===== src/rtl/irq_pkg.sv =====
package irq_pkg;
    localparam int NUM_LEVELS = 7;
    localparam int LVL_W      = $clog2(NUM_LEVELS + 1);
    localparam int FILT_DEPTH = 2;

    typedef enum logic {
        ST_IDLE    = 1'b0,
        ST_PRESENT = 1'b1
    } pres_state_t;
endpackage


===== src/rtl/irq_sample_filter.sv =====
module irq_sample_filter #(
    parameter int LINES = 7,
    parameter int DEPTH = 2
) (
    input  logic             clk,
    input  logic             rst_n,
    input  logic [LINES-1:0] line_n,
    output logic [LINES-1:0] valid
);
    for (genvar g = 0; g < LINES; g++) begin : g_line
        logic [DEPTH-1:0] hist;

        always_ff @(negedge clk or negedge rst_n) begin
            if (!rst_n) hist <= '0;
            else        hist <= {hist[DEPTH-2:0], ~line_n[g]};
        end

        assign valid[g] = &hist;
    end
endmodule


===== src/rtl/irq_nmi_edge.sv =====
module irq_nmi_edge (
    input  logic clk,
    input  logic rst_n,
    input  logic top_valid,
    input  logic mask_wr,
    input  logic top_ack,
    output logic evt
);
    logic prev_low;
    logic fire;

    assign fire = (top_valid && !prev_low) || (top_valid && mask_wr);

    always_ff @(posedge clk or negedge rst_n) begin
        if (!rst_n) begin
            prev_low <= 1'b0;
            evt      <= 1'b0;
        end else begin
            prev_low <= top_valid;
            if (fire)         evt <= 1'b1;
            else if (top_ack) evt <= 1'b0;
        end
    end

    // a mask write while the filtered top line is low leaves an event
    a_r8_rearm_on_mask_write: assert property (@(posedge clk) disable iff (!rst_n)
        (top_valid && mask_wr) |=> evt);
    // an event appears only from a new low or a mask write
    a_r7_event_needs_cause: assert property (@(posedge clk) disable iff (!rst_n)
        $rose(evt) |-> $past(top_valid));
endmodule


===== src/rtl/irq_prio_pick.sv =====
module irq_prio_pick #(
    parameter int LEVELS = 7,
    parameter int LW     = 3
) (
    input  logic [LEVELS-1:0] rec,
    output logic              any,
    output logic [LW-1:0]     best
);
    always_comb begin
        best = '0;
        for (int k = 0; k < LEVELS; k++) begin
            if (rec[k]) best = LW'(k + 1);
        end
        any = |rec;
    end
endmodule


===== src/rtl/irq_level_recognizer.sv =====
module irq_level_recognizer
    import irq_pkg::*;
(
    input  logic                  clk,
    input  logic                  rst_n,
    input  logic [NUM_LEVELS-1:0] irq_n,
    input  logic [LVL_W-1:0]      mask,
    input  logic                  mask_wr,
    input  logic                  boundary,
    input  logic                  ack_valid,
    input  logic [LVL_W-1:0]      ack_level,
    output logic                  pend,
    output logic [LVL_W-1:0]      pend_level
);
    localparam int TOP = NUM_LEVELS - 1;

    logic [NUM_LEVELS-1:0] valid;
    logic [NUM_LEVELS-1:0] rec;
    logic                  top_evt;
    logic                  top_ack;
    logic                  any_rec;
    logic [LVL_W-1:0]      best;
    logic                  ack_hit;
    pres_state_t           state, state_nx;

    irq_sample_filter #(.LINES(NUM_LEVELS), .DEPTH(FILT_DEPTH)) u_filt (
        .clk    (clk),
        .rst_n  (rst_n),
        .line_n (irq_n),
        .valid  (valid)
    );

    assign top_ack = pend && ack_valid && (ack_level == LVL_W'(NUM_LEVELS));

    irq_nmi_edge u_nmi (
        .clk       (clk),
        .rst_n     (rst_n),
        .top_valid (valid[TOP]),
        .mask_wr   (mask_wr),
        .top_ack   (top_ack),
        .evt       (top_evt)
    );

    always_comb begin
        rec = '0;
        for (int k = 0; k < TOP; k++) begin
            rec[k] = valid[k] && ((k + 1) > int'(mask));
        end
        rec[TOP] = top_evt;
    end

    irq_prio_pick #(.LEVELS(NUM_LEVELS), .LW(LVL_W)) u_pick (
        .rec  (rec),
        .any  (any_rec),
        .best (best)
    );

    // state register
    always_ff @(posedge clk or negedge rst_n) begin
        if (!rst_n) state <= ST_IDLE;
        else        state <= state_nx;
    end

    // next state: GRANT, SERVICED, WITHDRAW
    always_comb begin
        state_nx = state;
        unique case (state)
            ST_IDLE: begin
                if (boundary && any_rec) state_nx = ST_PRESENT;
            end
            ST_PRESENT: begin
                if (ack_hit)       state_nx = ST_IDLE;
                else if (!any_rec) state_nx = ST_IDLE;
            end
        endcase
    end

    // outputs
    always_comb begin
        pend       = 1'b0;
        pend_level = '0;
        unique case (state)
            ST_IDLE: ;
            ST_PRESENT: begin
                pend       = any_rec;
                pend_level = any_rec ? best : '0;
            end
        endcase
    end

    assign ack_hit = pend && ack_valid && (ack_level == pend_level);

    // pend rises only after a boundary strobe
    a_r4_rise_after_boundary: assert property (@(posedge clk) disable iff (!rst_n)
        $rose(pend) |-> $past(boundary));
    // a matching acknowledge removes the presentation
    a_r6_ack_clears: assert property (@(posedge clk) disable iff (!rst_n)
        (pend && ack_valid && ack_level == pend_level) |=> (state == ST_IDLE));
    // a maskable presented level is above the mask
    a_r2_above_mask: assert property (@(posedge clk) disable iff (!rst_n)
        (pend && pend_level != LVL_W'(NUM_LEVELS)) |-> (pend_level > mask));
    // level reads zero exactly when nothing is presented
    a_r10_level_zero_idle: assert property (@(posedge clk) disable iff (!rst_n)
        pend == (pend_level != '0));
endmodule


===== config.mk =====
export PLATFORM = sky130hd
export DESIGN_NAME = irq_level_recognizer
export DESIGN_NICKNAME = d
export VERILOG_FILES = /design/src/rtl/irq_pkg.sv /design/src/rtl/irq_sample_filter.sv /design/src/rtl/irq_nmi_edge.sv /design/src/rtl/irq_prio_pick.sv /design/src/rtl/irq_level_recognizer.sv
export SDC_FILE = /design/constraint.sdc
export NUM_CORES = 1
export LEC_CHECK = 0
export BUFFER_PORTS_ARGS = -buffer_cell sky130_fd_sc_hd__buf_2
export CAP_MARGIN = 15
export CORE_UTILIZATION = 40
export CTS_CLUSTER_DIAMETER = 50
export DETAILED_ROUTE_END_ITERATION = 10
export PLACE_DENSITY = 0.64
export SYNTH_ARGS = -nofsm -noshare
export SYNTH_HDL_FRONTEND = slang
export SYNTH_SLANG_ARGS = --single-unit

===== constraint.sdc =====
create_clock -name clk -period 1.9 [get_ports clk]
set_clock_uncertainty 0.2 [all_clocks]
set_input_delay 0.19 -clock clk [delete_from_list [all_inputs] [get_ports clk]]
set_output_delay 0.19 -clock clk [all_outputs]
set_load 0.01 [all_outputs]

==> results of run 1 <==
==> power breakdown <==
part	switching (mW)	leakage, nW	internal [mW]
registers	0.0175	0.196	0.388
clock network	0.104	0.0150	0.0816
logic	0.0775	0.255	0.110
total	0.199	0.466	0.579
==> cells in the mapped netlist, drive strengths merged (2+ instances only) <==
cell	instances
a41oi	2
xnor2	2
nand2	6
and2	5
inv	8
dfrtn	14
nand2b	3
dfrtp	3
o21ai	3
nand3	5
==> layer usage <==
metal | wire length, um | vias up | part of all wire, %
met5 | 0 | - | 0
met4 | 29 | 0 | 2.3
met3 | 54 | 4 | 4.3
met2 | 641 | 17 | 51
met1 | 543 | 262 | 43
li1 | - | 275 | -
==> critical path: stages, from the launching register on <==
cell	delay, ps
dfrtn_1	420
nor4bb_4	310
a41oi_2	70
nand2b_1	130
o21a_1	140
and2_4	140
buf_6	90
==> registers in the layout, summed over array words and instances (netlist names) <==
| signal | flops |
|---|---|
| state | 1 |
| u_nmi.evt | 1 |
| u_filt.g_line.hist | 14 |
| u_nmi.prev_low | 1 |
==> metrics by stage <==
stage / std cells / util (%) / cell area (um^2)
2_1_floorplan: 61 / - / 693
3_3_place_gp: 101 / 53.9 / 841
3_5_place_dp: 101 / 53.9 / 841
4_1_cts: 112 / 60.2 / 938
5_1_grt: 110 / 61.6 / 961
6_report: 110 / 61.6 / 961
==> area by class of cell <==
type	count	share of cell area, %
Sequential cell	17	44.3
Multi-Input combinational cell	36	28.6
Timing Repair Buffer	29	19.1
Inverter	8	3.12
Clock buffer	4	2.73
Tap cell	16	2.08
==> repair_timing <==
action,in CTS,in global routing
setup buffers,6,2
pin swaps,7,4
hold buffers,1,0
hold endpoints to repair,3,0
gates resized for setup,4,7
endpoints found under the setup margin,6,6
==> path summary, 6_finish.rpt <==
path                                          start                  endpoint  slack (ps)  depth (start not counted)
min                                         mask_wr                 u_nmi.evt          10                          3
max reg2reg                u_filt.g_line[1].hist[1]                     state        -740                          7
max in group asynchronous                     rst_n  u_filt.g_line[3].hist[1]         210                          2
min in group asynchronous                     rst_n            u_nmi.prev_low         160                          2
min reg2reg                u_filt.g_line[3].hist[0]  u_filt.g_line[3].hist[1]         130                          0
max                        u_filt.g_line[1].hist[1]             pend_level[0]       -1040                          6
==> cell families (layout without fill, tap and decap cells) <==
kind of cell	after synthesis	after routing	synth area share, %
DFF	17	17	61.4
AOI/OAI and AO/OA	11	11	11.7
xor gates and xnor gates	2	2	2.53
buffers and inverters	8	41	4.33
and+or+nand+nor	23	23	20.0
==> impl_summary.txt, run 1 <==
----------------------------------------------------
[Place]
  Detailed Place HPWL ... 851 um
  Port Buffers ... 21
  Post-placement worst setup slack ... -745 ps
  Placer's final routability congestion estimate ... 0.706

[Logic synthesis]
  Warning count from the yosys run ... 0
  Post-Synthesis Cells ... 61
  Top flip-flop cell by instance count after synthesis ... dfrtn_1
  Number of flops mapped to enable cells by yosys ... 0
  Number of nets produced by synthesis ... 79
  Count of different cell masters after synthesis ... 23
  Number of flip-flops and latches in the synthesized netlist ... 17
  Cell accounting for the most synthesized area ... dfrtn_1
  Mean area per synthesized cell ... 11.4 um^2
  Async set-reset flop share out of synthesis ... 100%
  Area share of the largest cell type after synthesis ... 50.5%
  Main area contributors after synthesis ... dfrtn_1 (51%), dfrtp_1 (11%), inv_1 (4.3%)
  Sequential-to-total area share from yosys stat ... 61.4%
  Synthesized area ... 693 um^2

[Die]
  Effective utilization at floorplan ... 44.5%
  Die Width ... 43.6 um
  IO Count ... 22
  Vert. Die Dim ... 43.6 um
  DIE AREA ... 1900 um^2
  Floorplan Core Area ... 1560 um^2
  Std cell rows ... 14

[STA]
  Hold Vio Cnt, Final ... 0
  Total setup violations reported at the end of the flow ... 6
  Slew Limit Fails ... 0
  Relative slew slack ... 75.8%
  RSZ-0062 raised after global routing ... true
  Hold slack final ... 9.60 ps
  Transition at the pin with the smallest max-transition slack ... 362 ps
  TNS Setup ... -4530 ps
  Slack of the critical path ... -1040 ps

[GRT]
  Initial antenna violation count ... 0
  First-pass GRT wire length ... 2240 um
  Global-route congestion overflow total ... 0
  Met3 demand-to-capacity share in global routing ... 3.75%
  Met1 layer usage reported by global route ... 19.2%
  Layer with the highest usage ... met2
  Via count of the first global-routing pass ... 558
  GRT Resource Usage Total ... 16.7%
  Global Route met2 Usage ... 27.5%
  Pin count of the biggest net entering global routing ... 18

[Final layout]
  Share of cells above drive strength 1 ... 42.6%
  Number of inserted filler cells in the final layout ... 132
  Commonest non-fill, non-tap cell in the layout ... buf_2
  Leading cell types in the layout, fill and taps excluded ... buf_2 (19), dfrtn_1 (14), inv_1 (8)
  Sequential cell area ... 425 um^2
  Area added between synthesis and finish ... 38.6%
  Net count of the finished layout ... 113
  Antenna Diode Count ... 0
  Area used by multi-input combinational logic ... 275 um^2

[Clock tree]
  Buffer cell driving the clock tree root ... clkbuf_4
  Clock Sink Count ... 17
  Latest clock arrival within the worst-skew pair ... 290 ps
  Clock-pin slew reported for the worst setup and hold paths after clock tree synthesis ... 90 ps
  TritonCTS clock tree ... done
  Deepest level of the CTS H-tree ... 1
  Number of CTS-inserted buffers ... 3
  Maximum root-to-sink buffer count ... 2

[Worst setup path]
  Category of the worst setup path launch point ... flip-flop
  Type of the worst setup path ... reg2out
  Required time of the worst setup path ... 1510 ps
  Max FO, Critical Path ... 2
  Setup crit end kind ... output pin
  Arrival time at the worst endpoint ... 2550 ps

[Routing]
  Starting DRT DRC Count ... 4
  Final routed wirelength across all metal layers ... 1270 um
  Number of iterations in the first detailed-routing pass ... 7
  Post-route antenna net violation count ... 0
  Routed via count divided by cell count ... 5.07
  # DRC ... 3
  Average detailed-routed wire length per instance ... 11.5 um
  Via count ... 558

[Status]
  Result of the run ... finished, violations left
  Failing checks ... DRC, setup timing

[Flow run]
  Max Cap Violations ... 0

[Pwr]
  Largest vdd supply drop ... 0.000556 V
  Final total power ... 779 uW
  Leakage ... 0.466 nW
  PwrDens ... 810 nW/um^2

[Min path]
  Path class of the lowest-slack min-delay path ... in2reg

----------------------------------------------------
(Power assumes the default switching activity.)
==> run 2, diff against run 1 <==
- CORE_UTILIZATION: 40 -> 47
- PLACE_DENSITY: 0.64 -> 0.74
==> run 2 against run 1 <==
  * The flow finishes with violations (setup timing)
  * Largest cell class unchanged
  * Largest power group unchanged
  * Via count up 3.6%
  * Sequential share of layout area fell by 3.4 points
  * Final cell count rose by 4.5%
  * Register-to-register slack got worse by 200 ps
  * Utilization up 16 points
  * Die area is 14% lower
  * Worst setup slack barely moved
  * Critical endpoint unchanged
  * Global-route usage rose by 3.0 points
==> impl_summary.txt, run 2 (synthesized netlist as in run 1, its figures left out) <==
----------------------------------------------------
[Status]
  Result of the run ... finished, violations left
  Failing checks ... setup timing

[GRT]
  Via count of the first global-routing pass ... 523 (-6.3%)
  Initial antenna violation count ... 0 (unchanged)
  Global-route congestion overflow total ... 0 (unchanged)
  Pin count of the biggest net entering global routing ... 18 (unchanged)
  GRT Resource Usage Total ... 19.6% (+3.0 points)
  First-pass GRT wire length ... 1970 um (-12%)

[Worst setup path]
  Setup slack of the worst register-to-register path ... -940 ps (-200 ps)
  Category of the worst setup path launch point ... flip-flop
  Type of the worst setup path ... reg2out
  Arrival time at the worst endpoint ... 2550 ps (about the same)
  Endpoint of the most critical setup path ... pend_level[0]
  Count of cells along the worst register-to-register path ... 7 (unchanged)
  Setup crit end kind ... output pin
  Max FO, Critical Path ... 3 (+1)
  Beginning of the critical path ... u_filt.g_line[5].hist[0]
  Source of the worst register-to-register timing path ... u_filt.g_line[5].hist[0]
  Required time of the worst setup path ... 1510 ps (about the same)
  Endpoint of the lowest-slack register-to-register path ... state

[Final layout]
  Commonest non-fill, non-tap cell in the layout ... buf_2
  Leading cell types in the layout, fill and taps excluded ... buf_2 (19), dfrtn_1 (14), buf_4 (10)
  Net count of the finished layout ... 119 (+5.3%)
  Share of cells above drive strength 1 ... 51.0% (+8.4 points)
  Biggest register ... u_filt.g_line.hist
  Number of flip-flops in the largest register ... 14 (unchanged)
  Antenna Diode Count ... 0 (unchanged)
  Fraction of the core area covered by cells at the end of the flow ... 78.0% (+16 points)
  Area added between synthesis and finish ... 50.2%

[Min path]
  Path class of the lowest-slack min-delay path ... in2reg

[Place]
  Placer's final routability congestion estimate ... 0.719 (+1.9%)
  Detailed Place HPWL ... 928 um (+9.1%)
  Post-placement worst setup slack ... -744 ps (+0.988 ps)
  Port Buffers ... 21 (unchanged)

[Clock tree]
  Clock Sink Count ... 17 (unchanged)
  Latest clock arrival within the worst-skew pair ... 280 ps (about the same)
  TritonCTS clock tree ... done
  Deepest level of the CTS H-tree ... 1 (unchanged)
  Number of CTS-inserted buffers ... 3 (unchanged)
  Buffer cell driving the clock tree root ... clkbuf_4
  Clock-pin slew reported for the worst setup and hold paths after clock tree synthesis ... 90 ps (about the same)
  Maximum root-to-sink buffer count ... 2 (unchanged)

[STA]
  Transition at the pin with the smallest max-transition slack ... 352 ps (-9.85 ps)
  Relative slew slack ... 76.5% (+0.66 points)
  Hold Vio Cnt, Final ... 0 (unchanged)
  RSZ-0062 raised after global routing ... true
  Total setup violations reported at the end of the flow ... 6 (unchanged)
  Slew Limit Fails ... 0 (unchanged)
  Slack of the critical path ... -1040 ps (+0.440 ps)

[Pwr]
  Switch Pwr ... 215 uW (+8.0%)
  PwrDens ... 778 nW/um^2 (-4.0%)
  Switching Fraction ... 26.6% (+0.98 points)
  Largest vdd supply drop ... 0.000496 V (-11%)
  Leakage ... 0.517 nW (+11%)
  Cell-internal power ... 595 uW (+2.7%)
  Part of the total power dissipated in the clock network ... 22.4% (-1.5 points)
  Portion of total power attributed to sequential cells ... 50.2% (-1.9 points)
  Combinational group share of total power ... 27.4% (+3.4 points)

[Die]
  Floorplan Core Area ... 1330 um^2 (-14%)
  Std cell rows ... 13 (-1)
  IO Count ... 22 (unchanged)
  Effective utilization at floorplan ... 52.0% (+7.5 points)
  Die Width ... 40.4 um (-7.4%)
  DIE AREA ... 1630 um^2 (-14%)
  Vert. Die Dim ... 40.4 um (-7.4%)

[Flow run]
  Max Cap Violations ... 0 (unchanged)

[Routing]
  # DRC ... 0 (-3)
  Average detailed-routed wire length per instance ... 12.8 um (+11%)
  Final routed wirelength across all metal layers ... 1470 um (+16%)
  Starting DRT DRC Count ... 5 (+1)
  Via count ... 578 (+3.6%)
  Post-route antenna net violation count ... 0 (unchanged)
  Routed via count divided by cell count ... 5.03 (-0.92%)
  Number of iterations in the first detailed-routing pass ... 4 (-3)

----------------------------------------------------
==> run 2: cell type report <==
class	instances	area, um^2
Clock buffer	3	22.5
Clock inverter	1	5.00
Fill cell	93	293
Inverter	8	30.0
Multi-Input combinational cell	36	304
Sequential cell	17	425
Tap cell	15	18.8
Timing Repair Buffer	35	235
==> run 2: power by group through the flow <==
stage	Combinational [mW]	Sequential, mW	Clock, mW
after floorplan	0.0776	0.406	0
final	0.222	0.407	0.181
after global routing	0.242	0.409	0.217
after global placement	0.136	0.409	0
after detailed placement	0.139	0.411	0
after CTS	0.191	0.405	0.193
==> run 2: worst max-delay path: stages (launching register included) <==
cell and delay (ps):
dfrtn_1 460, nand3_2 90, nor2b_4 130, a311o_2 370, and2_4 170, buf_6 110
==> run 2: repair_timing <==
action                     CTS  global route
hold buffers                 1             1
setup endpoints to repair    6             6
buffers inserted             6             4
hold endpoints to repair     3             1
pin swaps                    7             5
gates resized for setup     12             6
==> run 2: through the flow <==
stage,cell area (um^2),instances,hold slack [ps],setup TNS (ps),power [mW]
2_1_floorplan,693,61,-306,-2450,0.483
3_3_place_gp,832,99,-79.0,-3110,0.545
3_5_place_dp,832,99,-77.0,-3330,0.549
4_1_cts,966,110,3.36,-4660,0.789
5_1_grt,1040,115,24.0,-5400,0.868
6_report,1040,115,48.3,-4960,0.810
==> run 2: layer usage <==
layer	GRT usage, %	routed length (um)
met1	18.6	614
met2	36.5	790
met3	5.00	50
met4	12.5	12
met5	0	0
==> run 2: how the worst min path moves through the flow <==
stage / from / slack (ps) / cells past startpoint / endpoint
CTS: mask_wr / 3 / 3 / u_nmi.evt
global route: ack_level[2] / 20 / 3 / state
finish: ack_level[2] / 50 / 3 / state
detailed placement: rst_n / -80 / 1 / u_nmi.prev_low
global placement: rst_n / -80 / 1 / u_nmi.prev_low
floorplan: rst_n / -310 / 0 / state
